`src/rtl/nst_pkg.sv`:
```
package nst_pkg;
    typedef enum logic [2:0] {
        IDX_TLO  = 3'd0,
        IDX_THI  = 3'd1,
        IDX_ALO  = 3'd2,
        IDX_AHI  = 3'd3,
        IDX_IEN  = 3'd4,
        IDX_CLRA = 3'd5,
        IDX_STAT = 3'd6,
        IDX_CLRI = 3'd7
    } reg_idx_e;

    typedef struct packed {
        logic tlo;
        logic thi;
        logic alo;
        logic ahi;
        logic ien;
        logic clra;
        logic clri;
    } wstb_t;
endpackage

```
`src/rtl/nst_regif.sv`:
```
module nst_regif
    import nst_pkg::*;
#(
    parameter int ADDR_W = 5,
    parameter int DATA_W = 32
) (
    input  logic                  clk,
    input  logic                  rst_n,
    input  logic [ADDR_W-1:0]     addr_i,
    input  logic                  wr_i,
    input  logic                  rd_i,
    input  logic [2*DATA_W-1:0]   count_i,
    input  logic [DATA_W-1:0]     snap_i,
    input  logic [2*DATA_W-1:0]   alarm_i,
    input  logic                  armed_i,
    input  logic                  ien_i,
    output wstb_t                 wstb_o,
    output logic                  rd_tlo_o,
    output logic [DATA_W-1:0]     rdata_o
);
    localparam int IDX_LSB = 2;
    localparam int IDX_W   = 3;

    typedef struct packed {
        logic [DATA_W-1:0] rdata;
    } rif_t;

    rif_t     r_d, r_q;
    reg_idx_e idx;

    assign idx = reg_idx_e'(addr_i[IDX_LSB +: IDX_W]);

    always_comb begin
        wstb_o      = '0;
        wstb_o.tlo  = wr_i && (idx == IDX_TLO);
        wstb_o.thi  = wr_i && (idx == IDX_THI);
        wstb_o.alo  = wr_i && (idx == IDX_ALO);
        wstb_o.ahi  = wr_i && (idx == IDX_AHI);
        wstb_o.ien  = wr_i && (idx == IDX_IEN);
        wstb_o.clra = wr_i && (idx == IDX_CLRA);
        wstb_o.clri = wr_i && (idx == IDX_CLRI);
        rd_tlo_o    = rd_i && (idx == IDX_TLO);
    end

    always_comb begin
        r_d = r_q;
        if (rd_i) begin
            unique case (idx)
                IDX_TLO:  r_d.rdata = count_i[DATA_W-1:0];
                IDX_THI:  r_d.rdata = snap_i;
                IDX_ALO:  r_d.rdata = alarm_i[DATA_W-1:0];
                IDX_AHI:  r_d.rdata = alarm_i[2*DATA_W-1:DATA_W];
                IDX_IEN:  r_d.rdata = {{(DATA_W-1){1'b0}}, ien_i};
                IDX_STAT: r_d.rdata = {{(DATA_W-1){1'b0}}, armed_i};
                default:  r_d.rdata = '0;
            endcase
        end
    end

    always_ff @(posedge clk or negedge rst_n) begin
        if (!rst_n) r_q <= '0;
        else        r_q <= r_d;
    end

    assign rdata_o = r_q.rdata;

    // without a read strobe the returned data holds
    assert_rdata_hold_R10: assert property (@(posedge clk) disable iff (!rst_n)
        !rd_i |=> $stable(rdata_o));
    // at most one write target per cycle
    assert_one_strobe_R10: assert property (@(posedge clk) disable iff (!rst_n)
        $onehot0(wstb_o));
endmodule

```
`src/rtl/nst_counter.sv`:
```
module nst_counter #(
    parameter int DATA_W = 32,
    parameter int INC_NS = 10
) (
    input  logic                  clk,
    input  logic                  rst_n,
    input  logic                  we_lo_i,
    input  logic                  we_hi_i,
    input  logic                  rd_lo_i,
    input  logic [DATA_W-1:0]     wdata_i,
    output logic [2*DATA_W-1:0]   count_o,
    output logic [DATA_W-1:0]     snap_o
);
    localparam int TW = 2 * DATA_W;
    localparam logic [TW-1:0] STEP = TW'(INC_NS);

    typedef struct packed {
        logic [TW-1:0]     count;
        logic [DATA_W-1:0] stage;
        logic [DATA_W-1:0] snap;
    } cnt_t;

    cnt_t c_d, c_q;

    always_comb begin
        c_d       = c_q;
        c_d.count = c_q.count + STEP;
        if (we_hi_i) c_d.stage = wdata_i;
        if (we_lo_i) c_d.count = {c_q.stage, wdata_i};
        if (rd_lo_i) c_d.snap  = c_q.count[TW-1:DATA_W];
    end

    always_ff @(posedge clk or negedge rst_n) begin
        if (!rst_n) c_q <= '0;
        else        c_q <= c_d;
    end

    assign count_o = c_q.count;
    assign snap_o  = c_q.snap;

    assert_step_R2: assert property (@(posedge clk) disable iff (!rst_n)
        !we_lo_i |=> count_o == $past(count_o) + STEP);
    assert_hi_only_stages_R4: assert property (@(posedge clk) disable iff (!rst_n)
        we_hi_i |=> count_o[TW-1:DATA_W] == $past(count_o + STEP) >> DATA_W);
    assert_snap_R3: assert property (@(posedge clk) disable iff (!rst_n)
        rd_lo_i |=> snap_o == $past(count_o[TW-1:DATA_W]));
endmodule

```
`src/rtl/nst_alarm.sv`:
```
module nst_alarm #(
    parameter int DATA_W = 32
) (
    input  logic                  clk,
    input  logic                  rst_n,
    input  logic                  we_lo_i,
    input  logic                  we_hi_i,
    input  logic                  cancel_i,
    input  logic [DATA_W-1:0]     wdata_i,
    input  logic [2*DATA_W-1:0]   count_i,
    output logic [2*DATA_W-1:0]   alarm_o,
    output logic                  armed_o,
    output logic                  fire_o
);
    localparam int TW = 2 * DATA_W;

    typedef struct packed {
        logic [TW-1:0]     alarm;
        logic [DATA_W-1:0] stage;
        logic              armed;
    } alm_t;

    alm_t a_d, a_q;
    logic due;

    assign due    = a_q.alarm <= count_i;
    assign fire_o = a_q.armed && due;

    always_comb begin
        a_d = a_q;
        if (we_hi_i) a_d.stage = wdata_i;
        if (we_lo_i) begin
            a_d.alarm = {a_q.stage, wdata_i};
            a_d.armed = 1'b1;
        end else if (fire_o || cancel_i) begin
            a_d.armed = 1'b0;
        end
    end

    always_ff @(posedge clk or negedge rst_n) begin
        if (!rst_n) a_q <= '0;
        else        a_q <= a_d;
    end

    assign alarm_o = a_q.alarm;
    assign armed_o = a_q.armed;

    assert_arm_R5: assert property (@(posedge clk) disable iff (!rst_n)
        we_lo_i |=> armed_o);
    assert_expire_R6: assert property (@(posedge clk) disable iff (!rst_n)
        (fire_o && !we_lo_i) |=> !armed_o);
    assert_cancel_R7: assert property (@(posedge clk) disable iff (!rst_n)
        (cancel_i && !we_lo_i) |=> !armed_o);
endmodule

```
`src/rtl/nst_irq.sv`:
```
module nst_irq (
    input  logic clk,
    input  logic rst_n,
    input  logic we_ien_i,
    input  logic ien_bit_i,
    input  logic clr_i,
    input  logic fire_i,
    output logic ien_o,
    output logic irq_o
);
    typedef struct packed {
        logic ien;
        logic pend;
    } irq_t;

    irq_t i_d, i_q;

    always_comb begin
        i_d = i_q;
        if (we_ien_i) i_d.ien = ien_bit_i;
        if (fire_i)     i_d.pend = 1'b1;
        else if (clr_i) i_d.pend = 1'b0;
    end

    always_ff @(posedge clk or negedge rst_n) begin
        if (!rst_n) i_q <= '0;
        else        i_q <= i_d;
    end

    assign ien_o = i_q.ien;
    assign irq_o = i_q.pend && i_q.ien;

    assert_pend_source_R6: assert property (@(posedge clk) disable iff (!rst_n)
        $rose(i_q.pend) |-> $past(fire_i));
    assert_clear_R9: assert property (@(posedge clk) disable iff (!rst_n)
        (clr_i && !fire_i) |=> !irq_o);
    assert_sticky_R8: assert property (@(posedge clk) disable iff (!rst_n)
        (i_q.pend && !clr_i) |=> i_q.pend);
endmodule

```
`src/rtl/nst_timer.sv`:
```
module nst_timer
    import nst_pkg::*;
#(
    parameter int ADDR_W = 5,
    parameter int DATA_W = 32,
    parameter int INC_NS = 10
) (
    input  logic              clk,
    input  logic              rst_n,
    input  logic [ADDR_W-1:0] bus_addr,
    input  logic              bus_wr,
    input  logic [DATA_W-1:0] bus_wdata,
    input  logic              bus_rd,
    output logic [DATA_W-1:0] bus_rdata,
    output logic              irq
);
    localparam int TW = 2 * DATA_W;

    wstb_t             wstb;
    logic              rd_tlo;
    logic [TW-1:0]     count;
    logic [DATA_W-1:0] snap;
    logic [TW-1:0]     alarm;
    logic              armed;
    logic              fire;
    logic              ien;

    nst_regif #(.ADDR_W(ADDR_W), .DATA_W(DATA_W)) u_regif (
        .clk      (clk),
        .rst_n    (rst_n),
        .addr_i   (bus_addr),
        .wr_i     (bus_wr),
        .rd_i     (bus_rd),
        .count_i  (count),
        .snap_i   (snap),
        .alarm_i  (alarm),
        .armed_i  (armed),
        .ien_i    (ien),
        .wstb_o   (wstb),
        .rd_tlo_o (rd_tlo),
        .rdata_o  (bus_rdata)
    );

    nst_counter #(.DATA_W(DATA_W), .INC_NS(INC_NS)) u_counter (
        .clk     (clk),
        .rst_n   (rst_n),
        .we_lo_i (wstb.tlo),
        .we_hi_i (wstb.thi),
        .rd_lo_i (rd_tlo),
        .wdata_i (bus_wdata),
        .count_o (count),
        .snap_o  (snap)
    );

    nst_alarm #(.DATA_W(DATA_W)) u_alarm (
        .clk      (clk),
        .rst_n    (rst_n),
        .we_lo_i  (wstb.alo),
        .we_hi_i  (wstb.ahi),
        .cancel_i (wstb.clra && bus_wdata[0]),
        .wdata_i  (bus_wdata),
        .count_i  (count),
        .alarm_o  (alarm),
        .armed_o  (armed),
        .fire_o   (fire)
    );

    nst_irq u_irq (
        .clk       (clk),
        .rst_n     (rst_n),
        .we_ien_i  (wstb.ien),
        .ien_bit_i (bus_wdata[0]),
        .clr_i     (wstb.clri),
        .fire_i    (fire),
        .ien_o     (ien),
        .irq_o     (irq)
    );
endmodule

```
`config.mk`:
```
export PLATFORM = sky130hd
export DESIGN_NAME = nst_timer
export DESIGN_NICKNAME = d
export VERILOG_FILES = /design/src/rtl/nst_pkg.sv /design/src/rtl/nst_regif.sv /design/src/rtl/nst_counter.sv /design/src/rtl/nst_alarm.sv /design/src/rtl/nst_irq.sv /design/src/rtl/nst_timer.sv
export SDC_FILE = /design/constraint.sdc
export NUM_CORES = 1
export LEC_CHECK = 0
export BUFFER_PORTS_ARGS = -buffer_cell sky130_fd_sc_hd__buf_2
export CELL_PAD_IN_SITES_DETAIL_PLACEMENT = 1
export CELL_PAD_IN_SITES_GLOBAL_PLACEMENT = 2
export CORE_ASPECT_RATIO = 0.6
export CORE_UTILIZATION = 41
export CTS_CLUSTER_DIAMETER = 30
export DETAILED_ROUTE_END_ITERATION = 12
export GPL_TIMING_DRIVEN = 0
export PLACE_DENSITY_LB_ADDON = 0.1
export SLEW_MARGIN = 20
export SYNTH_ARGS = -nofsm -noshare
export SYNTH_HDL_FRONTEND = slang
export SYNTH_SLANG_ARGS = --single-unit
export TNS_END_PERCENT = 50
```
`constraint.sdc`:
```
create_clock -name clk -period 2.7 [get_ports clk]
set_input_delay 0.27 -clock clk [delete_from_list [all_inputs] [get_ports clk]]
set_output_delay 0.27 -clock clk [all_outputs]
set_load 0.1 [all_outputs]
```
* Word-level counts from Yosys, hierarchy flattened
Index checks and enable logic that the tools add are counted.
** Operators by class
- Add/subtract/negate cells :: 1
- Magnitude comparators :: 1
- Equality and inequality tests :: 7
- Muxes and demuxes :: 6
- Reductions and logical operators :: 15
** Operator list (count)
- 32-bit one-hot mux with 6 select lines :: 1
- 64-bit by 4-bit adder with 64-bit output, second input constant :: 1
- 64-bit less-or-equal comparator :: 1
- 64-bit 2-to-1 mux :: 1
- 3-bit == test, second input constant :: 4
- 1-bit logical AND :: 11
- 3-bit by 2-bit == test with 1-bit output, second input constant :: 2
- 1-bit 2-to-1 mux :: 4
- 2-bit nonzero test :: 2
- 3-bit by 1-bit == test with 1-bit output, second input constant :: 1
- 3-bit zero test :: 1
- 1-bit logical OR :: 1
** Storage, ports and cells
- Bits in registers :: 259
- Input port bits :: 41
- Output and inout port bits :: 33
- Logic and storage cells :: 39

* Depth between registers and ports, before layout
- Depth in word-level cells :: 6
- Gate-level depth with buffers :: 9

* Cells and area by module
Synthesis repeated with hierarchy kept, for this count alone.
** Second synthesis, totals
- Cell total of the unflattened synthesis :: 1367
- Area, all modules :: 14851.7 um^2
** By module, submodules not included
- nst_counter :: times used 1, cells an instance 671, area an instance 6956.7 um^2, sequential area each 3203.1 um^2
- nst_alarm :: times used 1, cells an instance 499, area an instance 5652.9 um^2, sequential area each 2427.3 um^2
- nst_regif :: times used 1, cells an instance 190, area an instance 2153.3 um^2, sequential area each 800.8 um^2
- nst_irq :: times used 1, cells an instance 6, area an instance 82.6 um^2, sequential area each 50.0 um^2
- nst_timer :: times used 1, cells an instance 1, area an instance 6.3 um^2, sequential area each 0.0 um^2

* Worst setup path before layout
OpenSTA, ideal clock, no wires.
- Kind :: reg2reg
- Start :: register u_counter.c_q, in the netlist u_counter.count_o[33]
- End :: register u_counter.c_q, in the netlist u_counter.count_o[53]
- Setup time :: 0.134 ns
- Arrival :: 2.168 ns
- Setup slack :: 0.398 ns
- Stages on the path, launching flop included :: 8
- Path buffers :: 1
- Path through :: dfrtp_1 -> nand4_1 -> or4_4 -> or4_4 -> buf_6 -> nor4_2 -> xnor2_1 -> o21ai_2
** RTL lines
- start, declared :: line nst_counter.sv:23 : cnt_t c_d, c_q;
- start signal, assigned :: line nst_counter.sv:34 : if (!rst_n) c_q <= '0;
- start signal, assigned :: line nst_counter.sv:35 : else c_q <= c_d;

==> flow_summary.json <==
{
  "outcome": "completed",
  "fin_worst_skew_ns": 0.0247,
  "cts_root_buffer": "clkbuf_16",
  "slowest_stage": "or4_4",
  "route.antenna.remaining_nets": 0,
  "antenna_cells": 0,
  "seq_area_um2": 6490,
  "cts_tree": "done",
  "vdd_drop_max_v": 0.000435,
  "finalPower_mw": 16.3,
  "syn_nets": 1301,
  "coreArea_um2": 31200,
  "syn_avg_cell_area_um2": 10.9,
  "initial_core_util": 0.418,
  "hold_path_class": "in -> reg",
  "routed_wl_mm": 46.7,
  "worst_ep_arrival_time_ns": 3.08,
  "first_pass_iters": 5,
  "synth_top_family_by_area": "multiplexers",
  "power.internal_mw": 10.7,
  "die_h_um": 140,
  "track_usage": 0.297,
  "syn_to_final_growth_pct": 24.4,
  "synth_mux_area_frac": 0.144,
  "synthXorXnorAreaFrac": 0.0356,
  "tightest_slew_ns": 1.17,
  "grt_max_degree": 82,
  "syn_area_um2": 13000,
  "cpPeakStageDelay_ns": 0.58,
  "antenna_found_initial": 1,
  "synth_compound_area_frac": 0.108,
  "ios": 74,
  "maxCapViolCount": 0,
  "worstPathCellList": "nand4_1 > or4_4 > or4_4 > buf_6 > nor4_4 > xnor2_1 > o21ai_2",
  "cts.sinks": 259,
  "grt_pass1_vias": 10901,
  "swShare": 0.342,
  "wire_per_inst_um": 25.9,
  "seqPwrFrac": 0.359,
  "p_switching_mw": 5.57,
  "num_rows": 50,
  "yosys_warnings": 0,
  "clockBufferDepth": 3,
  "hold_viol_final": 0,
  "clk_pin_slew_ns": 0.06,
  "synthArstFlopShare": 1.00,
  "drt-initial-drc-count": 687,
  "clockPowerShare": 0.400,
  "power_frac_comb": 0.241,
  "num_vias": 10357,
  "yosysUniqueCellTypes": 49,
  "post-route-period-util": 0.987,
  "ys.flop_type": "dfrtp_1",
  "die_w_um": 232,
  "grt_overflow": 0,
  "maxSlewViolCount": 0,
  "synth_edf_count": 0,
  "ys_ff_latch": 259,
  "postSynthCellCount": 1195,
  "start_kind": "register",
  "via_per_inst": 5.75,
  "n_fill_cell": 3317,
  "setup_viol": 0,
  "hpwlAfterDp_mm": 33.4,
  "max_freq_mhz": 375,
  "crit_required_ns": 3.11,
  "die-area_um2": 32500,
  "power_density_nw_per_um2": 1000,
  "crit_fanout": 10,
  "seq_area_frac_synth": 0.497,
  "synth_fa_ha_area_frac": 0.0624,
  "period_needed_ns": 2.66,
  "final_nets": 1454,
  "port_buffers": 69,
  "grt_first_pass_wirelength_mm": 71.2,
  "layout-drive-gt1-share": 0.280,
  "crit_top_cell": "or4_4",
  "end_kind": "register",
  "clk_latency_ns": 0.56,
  "htreeDepth": 2,
  "leakagePower_nw": 6.87,
  "place_congestion": 0.876,
  "worst-setup-path-type": "reg -> reg",
  "cts_made_buffers": 48,
  "synth-simple-area-share": 0.114,
  "hold-worst-slack_ns": 0.00921,
  "multi_input_area_um2": 6220,
  "slew_headroom": 0.220,
  "rsz0062_at_grt": "true",
  "drc": 0
}
## power by group through the flow
stage | registers, mW | clock network [mW] | logic, mW
after global routing | 5.96 | 6.77 | 4.28
after floorplan | 5.94 | 0 | 2.21
final | 5.84 | 6.50 | 3.92
after detailed placement | 5.83 | 0 | 3.67
after global placement | 5.80 | 0 | 3.54
after CTS | 5.80 | 6.60 | 3.80
## routing by layer
metal	global-route usage	vias up	wire length, µm
li1	-	4633	-
met1	0.469	5360	24100
met2	0.403	309	18600
met3	0.0735	55	3170
met4	0.0627	0	774
met5	0	-	0
## cell usage in the layout, fill, tap and decap left out, types with 5 or more instances in the layout
master and n:
clkinvlp_4 8, nor4_2 10, or4_4 5, mux2_2 160
a21oi_1 32, ha_1 65, clkinv_4 10, bufinv_16 9
and4_1 5, nand3_1 18, buf_2 72, a31oi_1 35
xnor2_1 52, inv_1 67, and2_1 5, buf_4 14
nor2_1 55, nand4_1 29, o21ai_1 9, nor3_1 17
clkbuf_16 49, mux2i_1 8, o21ai_0 54, dlygate4sd3_1 21
inv_6 7, buf_1 12, nor4_1 18, nand2_1 106
and3_1 7, clkbuf_1 37, a21o_1 6, dfrtp_1 255
a22oi_1 62, o21ai_2 7
## per-stage QoR
step                      TNS [ns]  utilization  setup slack, ns  instance area [µm²]  std cells
after floorplan                  0            -            0.398                13000       1195
after global placement     -996.50        0.445            -3.63                13900       1680
after detailed placement    -70.89        0.449            -1.00                14000       1683
after CTS                        0        0.516          0.00544                16100       1796
after global routing       -0.0116        0.520          -0.0116                16200       1802
final                            0        0.520           0.0353                16200       1802
## logic make-up after synthesis
kind of cell             Yosys count
AO/OA/AOI/OAI                    224
XOR/XNOR                          53
adder cells (fa/ha/maj)           65
buffers and inverters            130
flip-flops                       259
multiplexers                     168
AND/OR/NAND/NOR                  296
## timing repair
action | CTS | global route
hold buffers | 21 | 0
buffers inserted | 6 | 7
setup endpoints to repair | 54 | 71
gates resized for setup | 22 | 20
hold endpoints to repair | 91 | 0
pin swaps | 6 | 3
## cells in the mapped netlist (3+ instances only)
master    instances  area share
inv_1            67       0.019
buf_1            13      0.0037
nand2b_1          3      0.0014
nor4_1           24       0.012
buf_2             5      0.0019
nor4_2            8      0.0077
or4_1             3      0.0017
a221oi_1          6      0.0040
nor3_1           18      0.0069
nand3_1          18      0.0069
o21ai_0          56       0.021
o31ai_1           3      0.0017
a21o_1            6      0.0035
nand4_1          29       0.014
ha_1             65       0.062
o21ai_2           5      0.0034
o21ai_1           9      0.0035
mux2i_1           8      0.0061
a21oi_1          33       0.013
nor2_1           55       0.016
a22oi_1          62       0.036
mux2_2          160        0.14
clkbuf_1         43       0.012
a31oi_1          35       0.017
xnor2_1          52       0.035
dfrtp_1         259        0.50
nand2_1         107       0.031
and2_1            5      0.0024
and4_1            5      0.0034
nor2b_1           3      0.0014
and3_1            7      0.0034
## critical path: cells and delay by family, from the launching register on
family,cells,cell delay [ns]
buf+inv,1,0.21
simple gates,4,1.63
compound gates,1,0.07
flops,1,0.42
xor+xnor,1,0.18
## sequential cells by signal, summed over array words and instances (netlist names)
| signal | count |
|---|---|
| u_alarm.armed_o | 1 |
| u_irq.ien_o | 1 |
| u_regif.rdata_o | 32 |
| u_alarm.alarm_o | 64 |
| u_counter.count_o | 64 |
| u_irq.i_q | 1 |
| u_counter.snap_o | 32 |
| u_counter.c_q | 32 |
| u_alarm.a_q | 32 |
## layout make-up
cell class / instances / area share
flip-flops and latches: 259 / 0.400
multi-input cells: 806 / 0.383
clock buffers: 51 / 0.0766
repair buffers: 106 / 0.0460
well taps: 416 / 0.0321
clock inverters: 37 / 0.0308
inverters: 68 / 0.0159
plain buffers: 59 / 0.0156
## worst paths after layout
path | cells after the start | endpoint | startpoint | slack [ns]
max in group asynchronous | 4 | u_counter.c_q[46]$_DFFE_PN0P_ | rst_n | 1.43
worst max-delay path | 7 | u_counter.count_o[61]$_DFF_PN0_ | u_counter.count_o[33]$_DFF_PN0_ | 0.04
worst min-delay path | 3 | u_counter.count_o[13]$_DFF_PN0_ | bus_wdata[13] | 0.009
worst max register to register | 7 | u_counter.count_o[61]$_DFF_PN0_ | u_counter.count_o[33]$_DFF_PN0_ | 0.04
min in group asynchronous | 2 | u_alarm.alarm_o[28]$_DFFE_PN0P_ | rst_n | 0.20
worst min register to register | 1 | u_counter.count_o[44]$_DFF_PN0_ | u_counter.c_q[44]$_DFFE_PN0P_ | 0.48
Power figures use the tool's default switching activity.
